## src/rtl/prio_irq_pkg.sv

```systemverilog
package prio_irq_pkg;
   localparam int BANK_SRCS      = 32;
   localparam int HALF_SRCS      = 16;
   localparam int REG_W          = 32;
   localparam int A_CTRL         = 0;
   localparam int A_THR          = 1;
   localparam int A_STAT         = 2;
   localparam int A_ECLR         = 4;
   localparam int A_MODE         = 8;
   localparam int A_LVL          = 16;
   localparam int STAT_EMPTY_BIT = 16;
   localparam int ECLR_EN_BIT    = 8;

   typedef enum logic [1:0] {
      TRG_LOW  = 2'b00,
      TRG_HIGH = 2'b01,
      TRG_FALL = 2'b10,
      TRG_RISE = 2'b11
   } trig_e;
endpackage

```

## src/rtl/prio_irq_regs.sv

```systemverilog
module prio_irq_regs
   import prio_irq_pkg::*;
#(
   parameter int NUM_BANKS = 2,
   parameter int NSRC      = 64,
   parameter int LVL_W     = 8,
   parameter int DEF_LVL   = 4,
   parameter int ADDR_W    = 5
) (
   input  logic                        clk,
   input  logic                        rst_n,
   input  logic                        wr_en,
   input  logic [ADDR_W-1:0]           addr,
   input  logic [REG_W-1:0]            wdata,
   output logic                        en_o,
   output logic [LVL_W-1:0]            thr_o,
   output trig_e [NSRC-1:0]            mode_o,
   output logic [NSRC-1:0][LVL_W-1:0]  lvl_o,
   output logic [NSRC-1:0]             clr_o,
   output logic [REG_W-1:0]            cfg_rdata
);
   logic [REG_W-1:0] rd_part [NSRC];

   if (NSRC != NUM_BANKS * BANK_SRCS) begin : g_bad_nsrc
      $error("NSRC must equal NUM_BANKS * BANK_SRCS");
   end

   always_ff @(posedge clk or negedge rst_n) begin
      if (!rst_n) begin
         en_o  <= 1'b0;
         thr_o <= '0;
      end else if (wr_en) begin
         if (addr == ADDR_W'(A_CTRL)) en_o  <= wdata[0];
         if (addr == ADDR_W'(A_THR))  thr_o <= wdata[LVL_W-1:0];
      end
   end

   for (genvar s = 0; s < NSRC; s++) begin : g_src
      localparam int LOC   = s % BANK_SRCS;
      localparam int BNK   = s / BANK_SRCS;
      localparam int HALF  = LOC / HALF_SRCS;
      localparam int LADDR = A_LVL + BNK * 8 + (LOC % HALF_SRCS) / 2;
      localparam int LLANE = HALF * 2 + LOC % 2;
      localparam int MADDR = A_MODE + BNK * 2 + (LOC % HALF_SRCS) / 8;
      localparam int MPOS  = (HALF * 8 + LOC % 8) * 2;
      localparam int EADDR = A_ECLR + BNK;
      localparam int EPOS  = HALF * HALF_SRCS;

      logic [LVL_W-1:0] lvl_q;
      trig_e            mode_q;
      logic             lvl_sel, mode_sel;

      assign lvl_sel  = (addr == ADDR_W'(LADDR));
      assign mode_sel = (addr == ADDR_W'(MADDR));

      always_ff @(posedge clk or negedge rst_n) begin
         if (!rst_n) begin
            lvl_q  <= LVL_W'(DEF_LVL);
            mode_q <= TRG_LOW;
         end else if (wr_en) begin
            if (lvl_sel)  lvl_q  <= wdata[LLANE*8 +: LVL_W];
            if (mode_sel) mode_q <= trig_e'(wdata[MPOS +: 2]);
         end
      end

      assign lvl_o[s]  = lvl_q;
      assign mode_o[s] = mode_q;
      assign clr_o[s]  = wr_en && (addr == ADDR_W'(EADDR))
                         && wdata[EPOS + ECLR_EN_BIT]
                         && (wdata[EPOS +: 4] == 4'(LOC % HALF_SRCS));
      assign rd_part[s] = (lvl_sel  ? (REG_W'(lvl_q)  << (LLANE * 8)) : '0)
                        | (mode_sel ? (REG_W'(mode_q) << MPOS)        : '0);
   end

   always_comb begin
      cfg_rdata = '0;
      if (addr == ADDR_W'(A_CTRL)) cfg_rdata[0] = en_o;
      if (addr == ADDR_W'(A_THR))  cfg_rdata[LVL_W-1:0] = thr_o;
      for (int s = 0; s < NSRC; s++) cfg_rdata = cfg_rdata | rd_part[s];
   end


   thr_wr_chk: assert property (@(posedge clk) disable iff (!rst_n)
      (wr_en && addr == ADDR_W'(A_THR)) |=> (thr_o == $past(wdata[LVL_W-1:0])));
endmodule

```

## src/rtl/prio_irq_srcs.sv

```systemverilog
module prio_irq_srcs
   import prio_irq_pkg::*;
#(
   parameter int NSRC        = 64,
   parameter int SYNC_STAGES = 2
) (
   input  logic             clk,
   input  logic             rst_n,
   input  logic [NSRC-1:0]  irq_in,
   input  trig_e [NSRC-1:0] mode,
   input  logic [NSRC-1:0]  clr,
   output logic [NSRC-1:0]  pend
);
   if (SYNC_STAGES < 2) begin : g_bad_sync
      $error("SYNC_STAGES must be at least 2");
   end

   for (genvar s = 0; s < NSRC; s++) begin : g_src
      logic [SYNC_STAGES:0] sh;
      logic cur, prev, is_edge, active, event_hit, pend_q;

      always_ff @(posedge clk or negedge rst_n) begin
         if (!rst_n) sh <= '1;
         else        sh <= {sh[SYNC_STAGES-1:0], irq_in[s]};
      end

      assign cur       = sh[SYNC_STAGES-1];
      assign prev      = sh[SYNC_STAGES];
      assign is_edge   = (mode[s] == TRG_FALL) || (mode[s] == TRG_RISE);
      assign active    = (mode[s] == TRG_HIGH) ? cur : !cur;
      assign event_hit = (mode[s] == TRG_RISE) ? (cur && !prev) : (!cur && prev);

      always_ff @(posedge clk or negedge rst_n) begin
         if (!rst_n)       pend_q <= 1'b0;
         else if (is_edge) pend_q <= (pend_q && !clr[s]) || event_hit;
         else              pend_q <= active;
      end

      assign pend[s] = pend_q;


      edge_hold_chk: assert property (@(posedge clk) disable iff (!rst_n)
         (pend_q && is_edge && !clr[s]) |=> pend_q);
   end
endmodule

```

## src/rtl/prio_irq_arb.sv

```systemverilog
module prio_irq_arb #(
   parameter int NSRC     = 64,
   parameter int LVL_W    = 8,
   parameter int IDX_W    = 6,
   parameter bit TIE_LOW  = 1'b1
) (
   input  logic [NSRC-1:0]             req,
   input  logic [NSRC-1:0][LVL_W-1:0]  lvl,
   output logic                        valid,
   output logic [IDX_W-1:0]            idx
);
   logic [LVL_W-1:0] best;

   if (TIE_LOW) begin : g_tie_low
      always_comb begin
         valid = 1'b0;
         idx   = '0;
         best  = '0;
         for (int s = 0; s < NSRC; s++) begin
            if (req[s] && (lvl[s] > best)) begin
               valid = 1'b1;
               idx   = IDX_W'(s);
               best  = lvl[s];
            end
         end
      end
   end else begin : g_tie_high
      always_comb begin
         valid = 1'b0;
         idx   = '0;
         best  = '0;
         for (int s = 0; s < NSRC; s++) begin
            if (req[s] && (lvl[s] >= best) && (lvl[s] != '0)) begin
               valid = 1'b1;
               idx   = IDX_W'(s);
               best  = lvl[s];
            end
         end
      end
   end
endmodule

```

## src/rtl/prio_irq_ctrl.sv

```systemverilog
module prio_irq_ctrl
   import prio_irq_pkg::*;
#(
   parameter int NUM_BANKS   = 2,
   parameter int LVL_W       = 8,
   parameter int DEF_LVL     = 4,
   parameter int SYNC_STAGES = 2,
   parameter int ADDR_W      = 5
) (
   input  logic                            clk,
   input  logic                            rst_n,
   input  logic                            wr_en,
   input  logic [ADDR_W-1:0]               addr,
   input  logic [31:0]                     wdata,
   output logic [31:0]                     rdata,
   input  logic [NUM_BANKS*BANK_SRCS-1:0]  irq_in,
   output logic                            irq_o
);
   localparam int NSRC  = NUM_BANKS * BANK_SRCS;
   localparam int IDX_W = $clog2(NSRC);

   if (NUM_BANKS < 1 || NUM_BANKS > 2) begin : g_bad_banks
      $error("NUM_BANKS must be 1 or 2");
   end
   if (LVL_W < 1 || LVL_W > 8) begin : g_bad_lvl
      $error("LVL_W must fit a byte lane");
   end
   if (DEF_LVL >= (1 << LVL_W)) begin : g_bad_def
      $error("DEF_LVL does not fit LVL_W");
   end
   if (ADDR_W < 5) begin : g_bad_addr
      $error("ADDR_W too small for the register map");
   end

   logic                        en;
   logic [LVL_W-1:0]            thr;
   trig_e [NSRC-1:0]            mode_w;
   logic [NSRC-1:0][LVL_W-1:0]  lvl_w;
   logic [NSRC-1:0]             clr_w, pend_w, qual;
   logic [REG_W-1:0]            cfg_rdata, stat;
   logic                        win_vld;
   logic [IDX_W-1:0]            win;

   prio_irq_regs #(
      .NUM_BANKS(NUM_BANKS), .NSRC(NSRC), .LVL_W(LVL_W),
      .DEF_LVL(DEF_LVL), .ADDR_W(ADDR_W)
   ) u_regs (
      .clk(clk), .rst_n(rst_n), .wr_en(wr_en), .addr(addr), .wdata(wdata),
      .en_o(en), .thr_o(thr), .mode_o(mode_w), .lvl_o(lvl_w),
      .clr_o(clr_w), .cfg_rdata(cfg_rdata)
   );

   prio_irq_srcs #(.NSRC(NSRC), .SYNC_STAGES(SYNC_STAGES)) u_srcs (
      .clk(clk), .rst_n(rst_n), .irq_in(irq_in), .mode(mode_w),
      .clr(clr_w), .pend(pend_w)
   );

   for (genvar s = 0; s < NSRC; s++) begin : g_qual
      localparam bit LIVE = (s != 0);
      assign qual[s] = LIVE && en && pend_w[s]
                       && (lvl_w[s] != '0) && (lvl_w[s] > thr);
   end

   prio_irq_arb #(.NSRC(NSRC), .LVL_W(LVL_W), .IDX_W(IDX_W), .TIE_LOW(1'b1)) u_arb (
      .req(qual), .lvl(lvl_w), .valid(win_vld), .idx(win)
   );

   always_comb begin
      stat = '0;
      stat[STAT_EMPTY_BIT] = !win_vld;
      if (win_vld) stat[IDX_W-1:0] = win;
   end

   assign irq_o = win_vld;
   assign rdata = (addr == ADDR_W'(A_STAT)) ? stat : cfg_rdata;


   above_thr_chk: assert property (@(posedge clk) disable iff (!rst_n)
      irq_o |-> (lvl_w[win] > thr));

   lvl_zero_chk: assert property (@(posedge clk) disable iff (!rst_n)
      irq_o |-> (lvl_w[win] != '0));

   src_zero_chk: assert property (@(posedge clk) disable iff (!rst_n)
      win_vld |-> (win != '0));

   en_off_chk: assert property (@(posedge clk) disable iff (!rst_n)
      (wr_en && addr == ADDR_W'(A_CTRL) && !wdata[0]) |=> !irq_o);
endmodule

```

## config.mk

```make
export PLATFORM = sky130hd
export DESIGN_NAME = prio_irq_ctrl
export DESIGN_NICKNAME = d
export VERILOG_FILES = /design/src/rtl/prio_irq_pkg.sv /design/src/rtl/prio_irq_regs.sv /design/src/rtl/prio_irq_srcs.sv /design/src/rtl/prio_irq_arb.sv /design/src/rtl/prio_irq_ctrl.sv
export SDC_FILE = /design/constraint.sdc
export NUM_CORES = 2
export LEC_CHECK = 0
export BUFFER_PORTS_ARGS = -buffer_cell sky130_fd_sc_hd__buf_4
export CAP_MARGIN = 20
export CORE_MARGIN = 5
export CORE_UTILIZATION = 65
export DETAILED_ROUTE_END_ITERATION = 8
export PLACE_DENSITY = 0.79
export SYNTH_ARGS = -nofsm -noshare
export SYNTH_HDL_FRONTEND = slang
export SYNTH_SLANG_ARGS = --single-unit
```

## constraint.sdc

```tcl
create_clock -name clk -period 162.5 [get_ports clk]
set_input_delay 24.375 -clock clk [delete_from_list [all_inputs] [get_ports clk]]
set_output_delay 24.375 -clock clk [all_outputs]
set_load 0.01 [all_outputs]
```

Word-level counts from Yosys, hierarchy flattened
Cells that the tools add are included.
{ "word_totals": {"inputBits": 104, "out_inout_bits": 33, "register_bits": 901} }
{ "classes": {"bitwise_logic": 128, "magnitude_cmp": 126, "n_eq_ne": 243, "n_mux": 509, "reduce_logical": 914} }
{ "ops": {"columns": ["cell", "n"], "rows": [
  ["32-bit OR", 127],
  ["8-bit greater-than comparator", 125],
  ["32-bit two-way mux", 21],
  ["8-bit two-way mux", 83],
  ["1-bit logical AND", 510],
  ["8-bit nonzero test", 63],
  ["24-bit two-way mux", 20],
  ["16-bit two-way mux", 20],
  ["1-bit two-way mux", 254],
  ["2-bit == test (second input constant)", 126],
  ["6-bit two-way mux", 37],
  ["1-bit logical NOT", 190],
  ["2-bit by 1-bit == test with 1-bit output (second input constant)", 63],
  ["1-bit logical OR", 126],
  ["30-bit two-way mux", 4],
  ["28-bit two-way mux", 4],
  ["26-bit two-way mux", 4],
  ["22-bit two-way mux", 4],
  ["5-bit == test (second input constant)", 16],
  ["20-bit two-way mux", 4],
  ["5-bit two-way mux", 16],
  ["18-bit two-way mux", 4],
  ["4-bit == test (second input constant)", 16],
  ["14-bit two-way mux", 4],
  ["other kinds (17)", 79]
]} }

Depth between registers and ports, before layout
{ "depth": {"depth_word": 193, "ltp_mapped": 710, "ltp_nobuf": 662} }

Cells and area by module
A second synthesis with hierarchy kept.
{ "unflattened": {"hier_cells": 8099, "area_unflattened_um2": 76318.2} }
{ "modules_own_cells": {"columns": ["mod", "seq_area_each_um2", "cells_each", "area_per_inst_um2", "n_inst"], "rows": [
  ["prio_irq_regs", 16320.7, 2213, 29388.2, 1],
  ["prio_irq_arb", 0.0, 3594, 24399.7, 1],
  ["prio_irq_ctrl", 0.0, 1652, 12761.0, 1],
  ["prio_irq_srcs", 6646.4, 640, 9769.4, 1]
]} }

Worst setup path after synthesis
Ideal clock, no wire load.
{ "synth_timing": {"path_type": "reg2out", "from": "reg u_regs.thr_o[1]", "to": "out rdata[0]", "t_required_ns": 138.125, "stages_incl_launch_ff": 658, "path_slack_ns": 16.286, "arrival_time_ns": 121.839, "path_cell_list": "dfrtp_1 > inv_1 > ha_1 > nor2b_1 > o211ai_2 > a21oi_1 > o31a_1 > and2_1 > ha_1 > nand4_1 > o211ai_1 > a211oi_1 > o31ai_1 > nor2_1 > clkbuf_1 > nand2_1 > o21ai_0 > inv_1 > [... 622 more ...] > inv_1 > clkbuf_1 > o21a_1 > ha_1 > nor2b_1 > o21a_1 > o21ai_0 > nand2b_1 > a21oi_1 > nor2b_1 > o21ai_0 > nand2b_1 > a21oi_1 > or3_1 > and2_1 > and4b_1 > a21oi_1 > a211o_1"} }
{ "synth_via": {"elab_chain_cells": 192, "elab_cells_between_ends": 441, "classes_between": "order compare (125); mux (190); reduce/logical (126)"} }
{ "synth_lines": {"columns": ["element", "line_no", "text"], "rows": [
  ["from (decl)", "prio_irq_regs.sv:16", "output logic [LVL_W-1:0] thr_o,"],
  ["from (signal assigned)", "prio_irq_regs.sv:34", "if (addr == ADDR_W'(A_THR)) thr_o <= wdata[LVL_W-1:0];"],
  ["8-bit greater-than comparator", "prio_irq_ctrl.sv:61", "&& (lvl_w[s] != '0) && (lvl_w[s] > thr);"],
  ["1-bit logical AND", "prio_irq_ctrl.sv:61", null],
  ["1-bit logical AND", "prio_irq_arb.sv:20", "if (req[s] && (lvl[s] > best)) begin"],
  ["8-bit two-way mux", "prio_irq_arb.sv:20", null],
  ["8-bit greater-than comparator", "prio_irq_arb.sv:20", null],
  ["1-bit logical AND", "prio_irq_arb.sv:20", null],
  ["8-bit two-way mux", "prio_irq_arb.sv:20", null],
  ["8-bit greater-than comparator", "prio_irq_arb.sv:20", null],
  ["[... 176 more ...]", null, null],
  ["8-bit greater-than comparator", "prio_irq_arb.sv:20", null],
  ["1-bit logical AND", "prio_irq_arb.sv:20", null],
  ["8-bit two-way mux", "prio_irq_arb.sv:20", null],
  ["8-bit greater-than comparator", "prio_irq_arb.sv:20", null],
  ["1-bit logical AND", "prio_irq_arb.sv:20", null],
  ["6-bit two-way mux or 1-bit two-way mux (tied branches)", "prio_irq_arb.sv:20", null],
  ["6-bit two-way mux *", "prio_irq_ctrl.sv:71", "if (win_vld) stat[IDX_W-1:0] = win;"],
  ["32-bit two-way mux *", "prio_irq_ctrl.sv:75", "assign rdata = (addr == ADDR_W'(A_STAT)) ? stat : cfg_rdata;"],
  ["to (decl)", "prio_irq_ctrl.sv:15", "output logic [31:0] rdata,"]
]} }
Mark *: on every way between the ends. The rest lies on a longest branch, timed or not.

Worst setup path in the final report
{ "layout_timing": {"from": "reg u_regs.thr_o[7]", "to": "out rdata[0]"} }
The elaborated chain is that of the path after synthesis.

==> metrics.txt <==
WP buf/inv=52; post-synthesis sequential element count=roughly 900; Sw Ratio=49.9%; CP Max Fanout=21; nets=8547; vias=67600; Max Freq=~0.0065 GHz; relative slew slack=a little over a tenth; Synth Area in Compound Gates=between 15 and 20%; first-pass GRT wire length=430000 um; post-layout min period=approximately 150 ns; Avg Inst Size Synth=9.66 um^2; final slew viol count=0; maximum vdd drop=about 19 uV; Clk Latency, worst-skew pair=0.73 ns; grt ovf=0; post-synthesis simple-gate area fraction=approximately 14%; post-synth top area share=between 20% and 30%; Synth area leaders=dfrtp_1, ha_1, mux2_2; post-synthesis sequential area ratio=a little under a third; final count of negative-setup-slack endpoints=0; Netlist Area Pre-Place=a little over 70000 um^2; count leader, synth=ha_1; GP Congestion=1.06; sequential power share=18.5%; asr flop ratio synth=between 90% and 100%; Post-Synth Adder-Cell Area=16.6%; actual slew at the worst max-slew pin=~1.3 ns; period utilization=a little over nine tenths; WP data required=around 140 ns; largest family of logic cells by synthesized area=compound AO/OA/AOI/OAI gates; H-tree Lvls=3; Yosys top cell by area=dfrtp_1; DRC marker count from the first detailed-route iteration=between 9000 and 10000; Max-Cap Viols=0; CTS max path bufs=3; xor and xnor area share after synthesis=about 1.2%; # fillers=approximately 8300; post-synth cell types=120; dominant synthesized flop cell=dfrtp_1; layout cells sized above 1=a little under a quarter; crit end category=output pin; post-detail-place hpwl=about 220000 um; antenna-violating nets left=0; total core area=approximately 110000 um^2; critical path class=reg -> out; largest net degree at the start of global routing=111; Die X=342 um; gr usage total=between 40% and 50%; Site Rows=between 100 and 150; Num CTS Buffers=100; vias in the first global route=64700; Layout area overhead=9.59%; Leak=~35 nW; syn nets=around 8500; setup TNS=0 ns; Internal=0.00102 W; Residual DRC=47; vias per cell=roughly 7.4; drt wl/cell=between 30 and 40 um; Fin. Hold Viols=0; I/O pins=137; initial antenna violation count=23; synth cell count leaders=ha_1, mux2_2, dfrtp_1; crit path max-delay cell type=or4_1; CP top delay family=compound AO/OA/AOI/OAI gates; PD cells=roughly 26 nW/um^2; Startpoint Class=flip-flop; Comb pwr share=~70%; initial core utilization=around two thirds; CTS tree=built; outcome=finished with violations; Clock Pin Slew Worst Setup and Hold Paths=roughly 0.060 ns; CP most frequent cell=a21oi_1; placed instance area=74400 um^2; Worst EP arrival=roughly 130 ns; worst hold path type=reg -> reg; final wirelength=301000 um; Clock power frac=11.9%; failing checks=DRC; switching power total=about 0.001 W; # port buffers=about 140; Non-Filler Instances=approximately 9100; Post-synth EDFFs=0; Synth Warn #=0; post-synthesis mux area share=~14%; root buf cell=clkbuf_16; Pre-antenna DRT Iters=9; dpl cells=between 8000 and 9000; max incr delay on CP=just over 0.6 ns; skew final=between 0.02 and 0.025 ns; die height=around 340 um; clk sinks=~900; dpl ws=around 0.54 ns; PnR worst setup slack=between 8 and 9 ns; design area=approximately 79000 um^2; Syn Inst Count=around 7400; Die ar.=around 120000 um^2
per-stage QoR:
stage          utilization [%]  power (W)  hold WS [ns]
2_1_floorplan                -    0.00133         0.345
3_3_place_gp              67.5    0.00167         0.345
3_5_place_dp              67.5    0.00172         0.347
4_1_cts                   70.7    0.00197         0.352
5_1_grt                   71.3    0.00220         0.354
6_report                  71.4    0.00204         0.354
routing by layer:
layer	track usage, %	routed length, um
met1	64.3	111000
met2	68.4	118000
met3	21.4	48700
met4	29.8	23500
met5	0.333	246
state kept, by name (all words and copies together) (netlist names):
signal,flops
u_regs.g_src.lvl_q,512
u_srcs.g_src.sh,189
u_regs.g_src.mode_q,128
u_srcs.g_src.pend_q,63
u_regs.thr_o,8
u_regs.en_o,1
power by group through the flow:
stage               combinational [W]  sequential [W]  clock [W]
floorplan                     0.00102        0.000308          0
global placement              0.00131        0.000365          0
detailed placement            0.00135        0.000368          0
CTS                           0.00136        0.000364   0.000241
global route                  0.00157        0.000372   0.000250
finish                        0.00142        0.000376   0.000242
final cells by class:
| class | instances | area [um^2] | share of cell area [%] |
|---|---|---|---|
| inverter | 411 | 1570 | 1.99 |
| sequential | 901 | 22900 | 29.1 |
| multi-input combinational | 5813 | 46700 | 59.4 |
| tap | 1488 | 1860 | 2.37 |
| antenna | 20 | 50.0 | 0.0636 |
| clock inverter | 53 | 628 | 0.798 |
| clock buffer | 136 | 2850 | 3.62 |
| timing repair buffer | 272 | 2150 | 2.74 |
worst paths after layout:
check,to,slack [ns],depth (start not counted),startpoint
worst max-delay path,rdata[0],8.15,634,u_regs.thr_o[7]
worst min-delay path,u_srcs.g_src[29].sh[1],0.35,0,u_srcs.g_src[29].sh[0]
worst max register to register,u_regs.thr_o[0],160.91,2,u_regs.thr_o[0]
worst min register to register,u_srcs.g_src[29].sh[1],0.35,0,u_srcs.g_src[29].sh[0]
max in group asynchronous,u_regs.g_src[55].lvl_q[3],134.74,5,rst_n
min in group asynchronous,u_regs.g_src[4].lvl_q[6],23.71,1,rst_n
kinds of logic after synthesis:
| logic type | after synthesis |
|---|---|
| flops | 901 |
| mux | 925 |
| buf+inv | 718 |
| compound gates | 1900 |
| fa+ha+maj | 953 |
| xor+xnor | 98 |
| simple gates | 1933 |
cell usage in the layout, fill, tap and decap left out, types with 30 or more instances in the layout:
| cell | n |
|---|---|
| nand2_1 | 401 |
| a211oi_1 | 37 |
| nor3_1 | 47 |
| inv_1 | 402 |
| o21ai_0 | 391 |
| nor2b_1 | 157 |
| nand3_1 | 259 |
| mux2i_1 | 97 |
| nand2b_1 | 185 |
| dfstp_2 | 253 |
| a22o_1 | 74 |
| a221oi_1 | 94 |
| clkbuf_16 | 102 |
| and2_1 | 53 |
| mux2_2 | 817 |
| a31oi_1 | 30 |
| o21a_1 | 114 |
| ha_1 | 944 |
| and3_1 | 67 |
| a21oi_1 | 393 |
| nand4_1 | 148 |
| xor2_1 | 69 |
| dfrtp_1 | 646 |
| nor4_1 | 138 |
| nor2_1 | 305 |
| or2_2 | 32 |
| a22oi_1 | 137 |
| a21o_1 | 142 |
| o211ai_1 | 114 |
| buf_4 | 263 |
what timing repair did:
item / 4_1_cts / 5_1_grt
gates resized for setup: 4 / 89
gates cloned: 0 / 4
setup buffers: 0 / 32
setup endpoints to repair: 8 / 8
hold buffers: 0 / 0
pin swaps: 0 / 12
Note: power is estimated with default switching activity, not from simulation.
